**config.mk**
```make
export PLATFORM = sky130hd
export DESIGN_NAME = xlat_table_engine
export DESIGN_NICKNAME = d
export VERILOG_FILES = /design/src/rtl/xte_pkg.sv /design/src/rtl/xte_index.sv /design/src/rtl/xte_store.sv /design/src/rtl/xlat_table_engine.sv
export SDC_FILE = /design/constraint.sdc
export NUM_CORES = 2
export LEC_CHECK = 0
export BUFFER_PORTS_ARGS = -buffer_cell sky130_fd_sc_hd__buf_2
export CAP_MARGIN = 20
export CORE_MARGIN = 5
export CORE_UTILIZATION = 50
export DETAILED_ROUTE_END_ITERATION = 10
export MAX_ROUTING_LAYER = met4
export PLACE_DENSITY_LB_ADDON = 0.2
export SLEW_MARGIN = 20
export SYNTH_ARGS = -nofsm -noshare
export SYNTH_HDL_FRONTEND = slang
export SYNTH_HIERARCHICAL = 1
export SYNTH_SLANG_ARGS = --single-unit
export TNS_END_PERCENT = 100
```
**constraint.sdc**
```tcl
create_clock -name clk -period 4.5 [get_ports clk]
set_clock_uncertainty 0.05 [all_clocks]
set_input_delay 0.9 -clock clk [delete_from_list [all_inputs] [get_ports clk]]
set_output_delay 0.9 -clock clk [all_outputs]
set_load 0.01 [all_outputs]
```
**src/rtl/xte_pkg.sv**
```systemverilog
package xte_pkg;

    typedef enum logic [1:0] {
        OP_PUT  = 2'd0,
        OP_GET  = 2'd1,
        OP_FILL = 2'd2,
        OP_LIST = 2'd3
    } op_e;

    typedef enum logic [2:0] {
        S_IDLE,
        S_CHECK,
        S_FETCH,
        S_WRITE,
        S_DONE
    } state_e;

    localparam logic ST_OK    = 1'b0;
    localparam logic ST_PARAM = 1'b1;

endpackage

```
**src/rtl/xte_index.sv**
```systemverilog
// Page index and bounds decode for one page-aligned IO address.
module xte_index #(
    parameter int                ADDR_W      = 64,
    parameter int                NUM_ENTRIES = 16,
    parameter int                PAGE_SHIFT  = 12,
    parameter logic [ADDR_W-1:0] BUS_OFFSET  = '0,
    parameter int                IDX_W       = 4
) (
    input  logic [ADDR_W-1:0] page_addr,
    output logic [IDX_W-1:0]  idx,
    output logic              in_range
);
    logic [ADDR_W-1:0] rel;
    logic [ADDR_W-1:0] page;

    assign rel      = page_addr - BUS_OFFSET;
    assign page     = rel >> PAGE_SHIFT;
    assign in_range = page < ADDR_W'(NUM_ENTRIES);
    assign idx      = page[IDX_W-1:0];
endmodule

```
**src/rtl/xte_store.sv**
```systemverilog
// Entry storage: one write port, one asynchronous read port, cleared on reset.
module xte_store #(
    parameter int DATA_W      = 64,
    parameter int NUM_ENTRIES = 16,
    parameter int IDX_W       = 4
) (
    input  logic              clk,
    input  logic              rst_n,
    input  logic              wr_en,
    input  logic [IDX_W-1:0]  wr_idx,
    input  logic [DATA_W-1:0] wr_data,
    input  logic [IDX_W-1:0]  rd_idx,
    output logic [DATA_W-1:0] rd_data
);
    logic [DATA_W-1:0] ent [NUM_ENTRIES];

    always_ff @(posedge clk or negedge rst_n) begin
        if (!rst_n) begin
            for (int i = 0; i < NUM_ENTRIES; i++) begin
                ent[i] <= '0;
            end
        end else if (wr_en) begin
            ent[wr_idx] <= wr_data;
        end
    end

    assign rd_data = ent[rd_idx];
endmodule

```
**src/rtl/xlat_table_engine.sv**
```systemverilog
module xlat_table_engine
    import xte_pkg::*;
#(
    parameter int                DATA_W           = 64,
    parameter int                CNT_W            = 32,
    parameter int                NUM_ENTRIES      = 16,
    parameter int                PAGE_SHIFT       = 12,
    parameter logic [DATA_W-1:0] BUS_OFFSET       = 64'h0000_0000_8000_0000,
    parameter logic [31:0]       TABLE_ID         = 32'h0000_1001,
    parameter int                LIST_MAX         = 512,
    parameter int                LIST_ALIGN_SHIFT = 12
) (
    input  logic              clk,
    input  logic              rst_n,
    input  logic              cmd_valid,
    output logic              cmd_ready,
    input  logic [1:0]        cmd_op,
    input  logic [DATA_W-1:0] cmd_table,
    input  logic [DATA_W-1:0] cmd_ioaddr,
    input  logic [DATA_W-1:0] cmd_arg,
    input  logic [CNT_W-1:0]  cmd_count,
    output logic              done,
    output logic              status,
    output logic [DATA_W-1:0] rd_data,
    output logic              ntf_valid,
    output logic [DATA_W-1:0] ntf_iova,
    output logic [DATA_W-1:0] ntf_xlat,
    output logic [DATA_W-1:0] ntf_mask,
    output logic [1:0]        ntf_perm,
    output logic              mem_req,
    output logic [DATA_W-1:0] mem_addr,
    input  logic              mem_rsp_valid,
    input  logic [DATA_W-1:0] mem_rsp_data
);
    localparam int                IDX_W    = (NUM_ENTRIES > 1) ? $clog2(NUM_ENTRIES) : 1;
    localparam int                BYTES    = DATA_W / 8;
    localparam logic [DATA_W-1:0] PAGE_SZ  = DATA_W'(1) << PAGE_SHIFT;
    localparam logic [DATA_W-1:0] LOW_MASK = PAGE_SZ - DATA_W'(1);
    localparam logic [DATA_W-1:0] STEP     = DATA_W'(BYTES);

    state_e            state_q, state_d;
    op_e               op_q;
    logic [DATA_W-1:0] tbl_q, addr_q, ptr_q, val_q, rd_q;
    logic [CNT_W-1:0]  left_q;
    logic              err_q;

    logic [IDX_W-1:0]  idx;
    logic              hit;
    logic              wr_en;
    logic [DATA_W-1:0] ent_rd;
    logic [DATA_W-1:0] rsp_be;
    logic              id_ok, multi, args_bad, last;

    xte_index #(
        .ADDR_W     (DATA_W),
        .NUM_ENTRIES(NUM_ENTRIES),
        .PAGE_SHIFT (PAGE_SHIFT),
        .BUS_OFFSET (BUS_OFFSET),
        .IDX_W      (IDX_W)
    ) u_index (
        .page_addr(addr_q),
        .idx      (idx),
        .in_range (hit)
    );

    assign wr_en = (state_q == S_WRITE) && hit;

    xte_store #(
        .DATA_W     (DATA_W),
        .NUM_ENTRIES(NUM_ENTRIES),
        .IDX_W      (IDX_W)
    ) u_store (
        .clk    (clk),
        .rst_n  (rst_n),
        .wr_en  (wr_en),
        .wr_idx (idx),
        .wr_data(val_q),
        .rd_idx (idx),
        .rd_data(ent_rd)
    );

    // Lowest-address byte (lane 0) becomes the most significant byte.
    for (genvar b = 0; b < BYTES; b++) begin : g_swap
        assign rsp_be[8*b +: 8] = mem_rsp_data[DATA_W-8-8*b +: 8];
    end

    // Command validation terms
    always_comb begin
        id_ok    = (tbl_q[DATA_W-1:32] == '0) && (tbl_q[31:0] == TABLE_ID);
        multi    = (op_q == OP_FILL) || (op_q == OP_LIST);
        args_bad = 1'b0;
        if (multi && (left_q == '0)) begin
            args_bad = 1'b1;
        end
        if ((op_q == OP_FILL) && (left_q > CNT_W'(NUM_ENTRIES))) begin
            args_bad = 1'b1;
        end
        if ((op_q == OP_LIST) &&
            ((left_q > CNT_W'(LIST_MAX)) || (ptr_q[LIST_ALIGN_SHIFT-1:0] != '0))) begin
            args_bad = 1'b1;
        end
        last = (left_q == CNT_W'(1));
    end

    // Next-state decode
    always_comb begin
        state_d = state_q;
        unique case (state_q)
            S_IDLE:  if (cmd_valid) state_d = S_CHECK;
            S_CHECK: begin
                if (!id_ok || args_bad || (op_q == OP_GET)) state_d = S_DONE;
                else if (op_q == OP_LIST)                    state_d = S_FETCH;
                else                                         state_d = S_WRITE;
            end
            S_FETCH: if (mem_rsp_valid) state_d = S_WRITE;
            S_WRITE: begin
                if (!hit || last)          state_d = S_DONE;
                else if (op_q == OP_LIST)  state_d = S_FETCH;
                else                       state_d = S_WRITE;
            end
            S_DONE:  state_d = S_IDLE;
            default: state_d = S_IDLE;
        endcase
    end

    // State register
    always_ff @(posedge clk or negedge rst_n) begin
        if (!rst_n) state_q <= S_IDLE;
        else        state_q <= state_d;
    end

    // Command datapath
    always_ff @(posedge clk or negedge rst_n) begin
        if (!rst_n) begin
            op_q   <= OP_PUT;
            tbl_q  <= '0;
            addr_q <= '0;
            ptr_q  <= '0;
            val_q  <= '0;
            rd_q   <= '0;
            left_q <= '0;
            err_q  <= ST_OK;
        end else begin
            case (state_q)
                S_IDLE: if (cmd_valid) begin
                    op_q   <= op_e'(cmd_op);
                    tbl_q  <= cmd_table;
                    addr_q <= cmd_ioaddr & ~LOW_MASK;
                    ptr_q  <= cmd_arg;
                    val_q  <= cmd_arg;
                    left_q <= cmd_op[1] ? cmd_count : CNT_W'(1);
                    err_q  <= ST_OK;
                end
                S_CHECK: begin
                    if (!id_ok || args_bad) begin
                        err_q <= ST_PARAM;
                    end else if (op_q == OP_GET) begin
                        if (hit) rd_q  <= ent_rd;
                        else     err_q <= ST_PARAM;
                    end
                end
                S_FETCH: if (mem_rsp_valid) begin
                    val_q <= rsp_be;
                    ptr_q <= ptr_q + STEP;
                end
                S_WRITE: begin
                    if (!hit) begin
                        err_q <= ST_PARAM;
                    end else begin
                        addr_q <= addr_q + PAGE_SZ;
                        left_q <= left_q - CNT_W'(1);
                    end
                end
                default: ;
            endcase
        end
    end

    // Outputs
    always_comb begin
        cmd_ready = (state_q == S_IDLE);
        done      = (state_q == S_DONE);
        status    = err_q;
        rd_data   = rd_q;
        mem_req   = (state_q == S_FETCH);
        mem_addr  = ptr_q;
        ntf_valid = wr_en;
        ntf_iova  = addr_q;
        ntf_xlat  = val_q & ~LOW_MASK;
        ntf_mask  = LOW_MASK;
        ntf_perm  = val_q[1:0];
    end
endmodule

```
==> results.json <==
{
  "io_buffers": 520,
  "clock_latency_ps": 780,
  "fin_tns_setup_ps": -141,
  "drive_gt1_frac": 0.411,
  "clock.fmax_mhz": 215,
  "synthesis.instances": 4984,
  "rows": 132,
  "dr.first_iter.drc_count": 3565,
  "clk_pin_slew_ps": 60,
  "die_area_um2": 137000,
  "pre_cts_slack_ps": 92.8,
  "root_buffer": "clkbuf_16",
  "drc_errors": 0,
  "core_um2": 129000,
  "yosys-top-cells-area": "dfrtp_1, mux2_2, mux4_2",
  "first_pass_iters": 6,
  "start_kind": "register",
  "seqPwrFrac": 0.457,
  "fillCellCount": 10600,
  "intPower_mw": 22.0,
  "pwr-share-comb": 0.141,
  "ys_seq_area_frac": 0.529,
  "grt_setup_unrepaired": "true",
  "area_delta_synth_final_pct": 14.5,
  "overflow": 0,
  "die_y_um": 370,
  "grt_max_degree": 127,
  "hold_path.class": "input port to register",
  "finalHoldViolCount": 0,
  "synth_edf_count": 0,
  "vdd_drop_max_mv": 0.401,
  "power.switching_mw": 9.49,
  "end_kind": "primary output",
  "worstPathArrival_ps": 3690,
  "outcome": "complete, but fails checks",
  "total_power_mw": 31.5,
  "avgSynthCellArea_um2": 13.0,
  "drv_slew": 0,
  "cts_tree": "yes",
  "cap_violations": 0,
  "grt_pass1_wl_mm": 291,
  "die_x_um": 370,
  "h-tree-depth": 4,
  "num_vias": 43400,
  "worstPathMaxFanout": 5,
  "grt_use_total": 0.290,
  "initial_core_util": 0.501,
  "pwr-share-clk": 0.402,
  "violations": "setup timing",
  "cts_sinks": 1370,
  "ant_nets": 0,
  "fin_nets": 5651,
  "fin_crit_ps": 4640,
  "async_reset_ff_frac": 1.00,
  "place_congestion": 0.947,
  "post-synth-top-area-cell": "dfrtp_1",
  "worst_slew_pin_slew_ps": 1050,
  "cts_buffer_depth": 3,
  "hpwl_mm": 125,
  "wirelength_mm": 194,
  "relSlewSlack": 0.303,
  "p_leak_nw": 35.9,
  "setup_ws_ps": -141,
  "num_io_pins": 621,
  "utilization": 0.574,
  "cts_buffers": 150,
  "switching_share": 0.302,
  "netlist_area_um2": 64800,
  "ys.flop_type": "dfrtp_1",
  "whs_ps": 258,
  "synth.most_common_cell": "dfrtp_1",
  "p_per_area_nw_per_um2": 424,
  "antenna_found_initial": 24,
  "ys_warn_count": 6,
  "worstSetupPathType": "register to primary output",
  "cp.required_ps": 3550,
  "setup_viol": 1,
  "netlist.area_leader.share": 0.529,
  "ys_ff_latch": 1370,
  "period_share": 1.03,
  "synth_cell_types": 82,
  "vias_per_cell": 5.99,
  "synthTopCellsByCount": "dfrtp_1, mux2_2, nand2_1",
  "grt_pass1_vias": 44500,
  "wl_per_cell_um": 26.8
}
[registers in the layout, indices dropped and copies added (netlist names)]
signal       count
rd_data         64
val_q           64
ntf_iova        52
u_store/ent   1024
tbl_q           64
status           1
state_q          3
left_q          32
op_q             2
mem_addr        64
[layout make-up]
class                           instances  area (um^2)  area share
Inverter                               33          133     0.00179
Multi-Input combinational cell       3139        28000       0.377
Sequential cell                      1370        34300       0.462
Clock inverter                         58          677     0.00913
Antenna cell                           23         57.6    0.000776
Clock buffer                          218         4410      0.0595
Timing Repair Buffer                  657         4430      0.0598
Tap cell                             1742         2180      0.0294
[what timing repair did]
| item | in CTS | in global routing |
|---|---|---|
| gates cloned | 0 | 1 |
| endpoints found under the setup margin | 1 | 23 |
| pin swaps | 0 | 3 |
| hold buffers | 1 | 0 |
| setup buffers | 1 | 5 |
| endpoints found under the hold margin | 2 | 0 |
| resized for setup | 6 | 5 |
[per-stage QoR]
stage               instances  cell area (um^2)
floorplan                5070             65100
global placement         6933             68900
detailed placement       6933             68900
CTS                      7211             74000
global route             7237             74100
finish                   7240             74100
[power groups by stage]
stage	clock (mW)	combinational, mW	sequential [mW]
floorplan	0	2.84	13.9
global placement	0	4.43	14.5
detailed placement	0	4.45	14.6
CTS	12.9	4.46	14.3
global route	13.4	4.77	14.5
finish	12.6	4.43	14.4
[logic make-up (layout without fill, tap and decap cells)]
logic type | count (synthesis) | in the layout | synth area share
DFF | 1370 | 1370 | 0.529
muxes | 1346 | 1346 | 0.282
and+or+nand+nor | 1004 | 1004 | 0.0724
AOI/OAI and AO/OA | 692 | 692 | 0.0681
buffers and inverters | 561 | 966 | 0.0464
adders and majority gates | 6 | 6 | 0.00116
xor gates and xnor gates | 3 | 3 | 0.000406
other | 2 | 111 | 0.000116
[layer usage]
metal,vias to the layer above,GRT usage,share of wire
li1,18900,-,-
met1,22600,0.386,0.42
met2,1525,0.456,0.48
met3,339,0.0501,0.061
met4,0,0.0995,0.037
met5,-,-,0
[cells in the final DEF (no fill, tap or decap), types with 30 or more instances in the layout]
cell type / Yosys / final
buf_12: 0 / 59
a22oi_1: 133 / 133
conb_1: 2 / 88
buf_4: 148 / 73
nand3_1: 67 / 66
inv_1: 33 / 31
nor4_1: 47 / 45
nor2_1: 167 / 164
dfrtp_1: 1370 / 1368
nand4_1: 35 / 35
clkbuf_8: 0 / 34
a21oi_1: 168 / 167
clkbuf_1: 223 / 31
mux4_2: 256 / 256
and3_1: 31 / 31
mux2_1: 58 / 58
mux2_2: 970 / 970
nor3_1: 44 / 43
a2bb2oi_1: 30 / 30
o21ai_0: 128 / 128
mux2_4: 60 / 60
clkbuf_16: 0 / 155
buf_2: 105 / 518
nand2_1: 509 / 504
a31oi_1: 90 / 90
o22ai_1: 40 / 40
[path summary, 6_finish.rpt]
path                                               start  cells past startpoint                            end  slack [ps]
max in group asynchronous                          rst_n                      3          tbl_q[12]$_DFFE_PN0P_        2500
worst min register to register      tbl_q[1]$_DFFE_PN0P_                      2           tbl_q[1]$_DFFE_PN0P_         430
worst max register to register  ntf_iova[46]$_DFFE_PN0P_                     13  u_store/ent[1010]$_DFFE_PN0P_         110
worst max-delay path            ntf_iova[46]$_DFFE_PN0P_                     10                      ntf_valid        -140
min in group asynchronous                          rst_n                      2         left_q[12]$_DFFE_PN0P_         580
worst min-delay path                        cmd_table[5]                      3           tbl_q[5]$_DFFE_PN0P_         260
[worst max-delay path, stage by stage, from the launching register on]
cell	delay, ps
dfrtp_1	380
or4_4	530
or4_4	550
or4_1	490
o22a_1	200
o21ai_2	110
and4_1	240
nand2_2	80
clkinvlp_4	100
buf_8	120
buf_6	100
No activity file was read; power rests on OpenSTA's default activity.
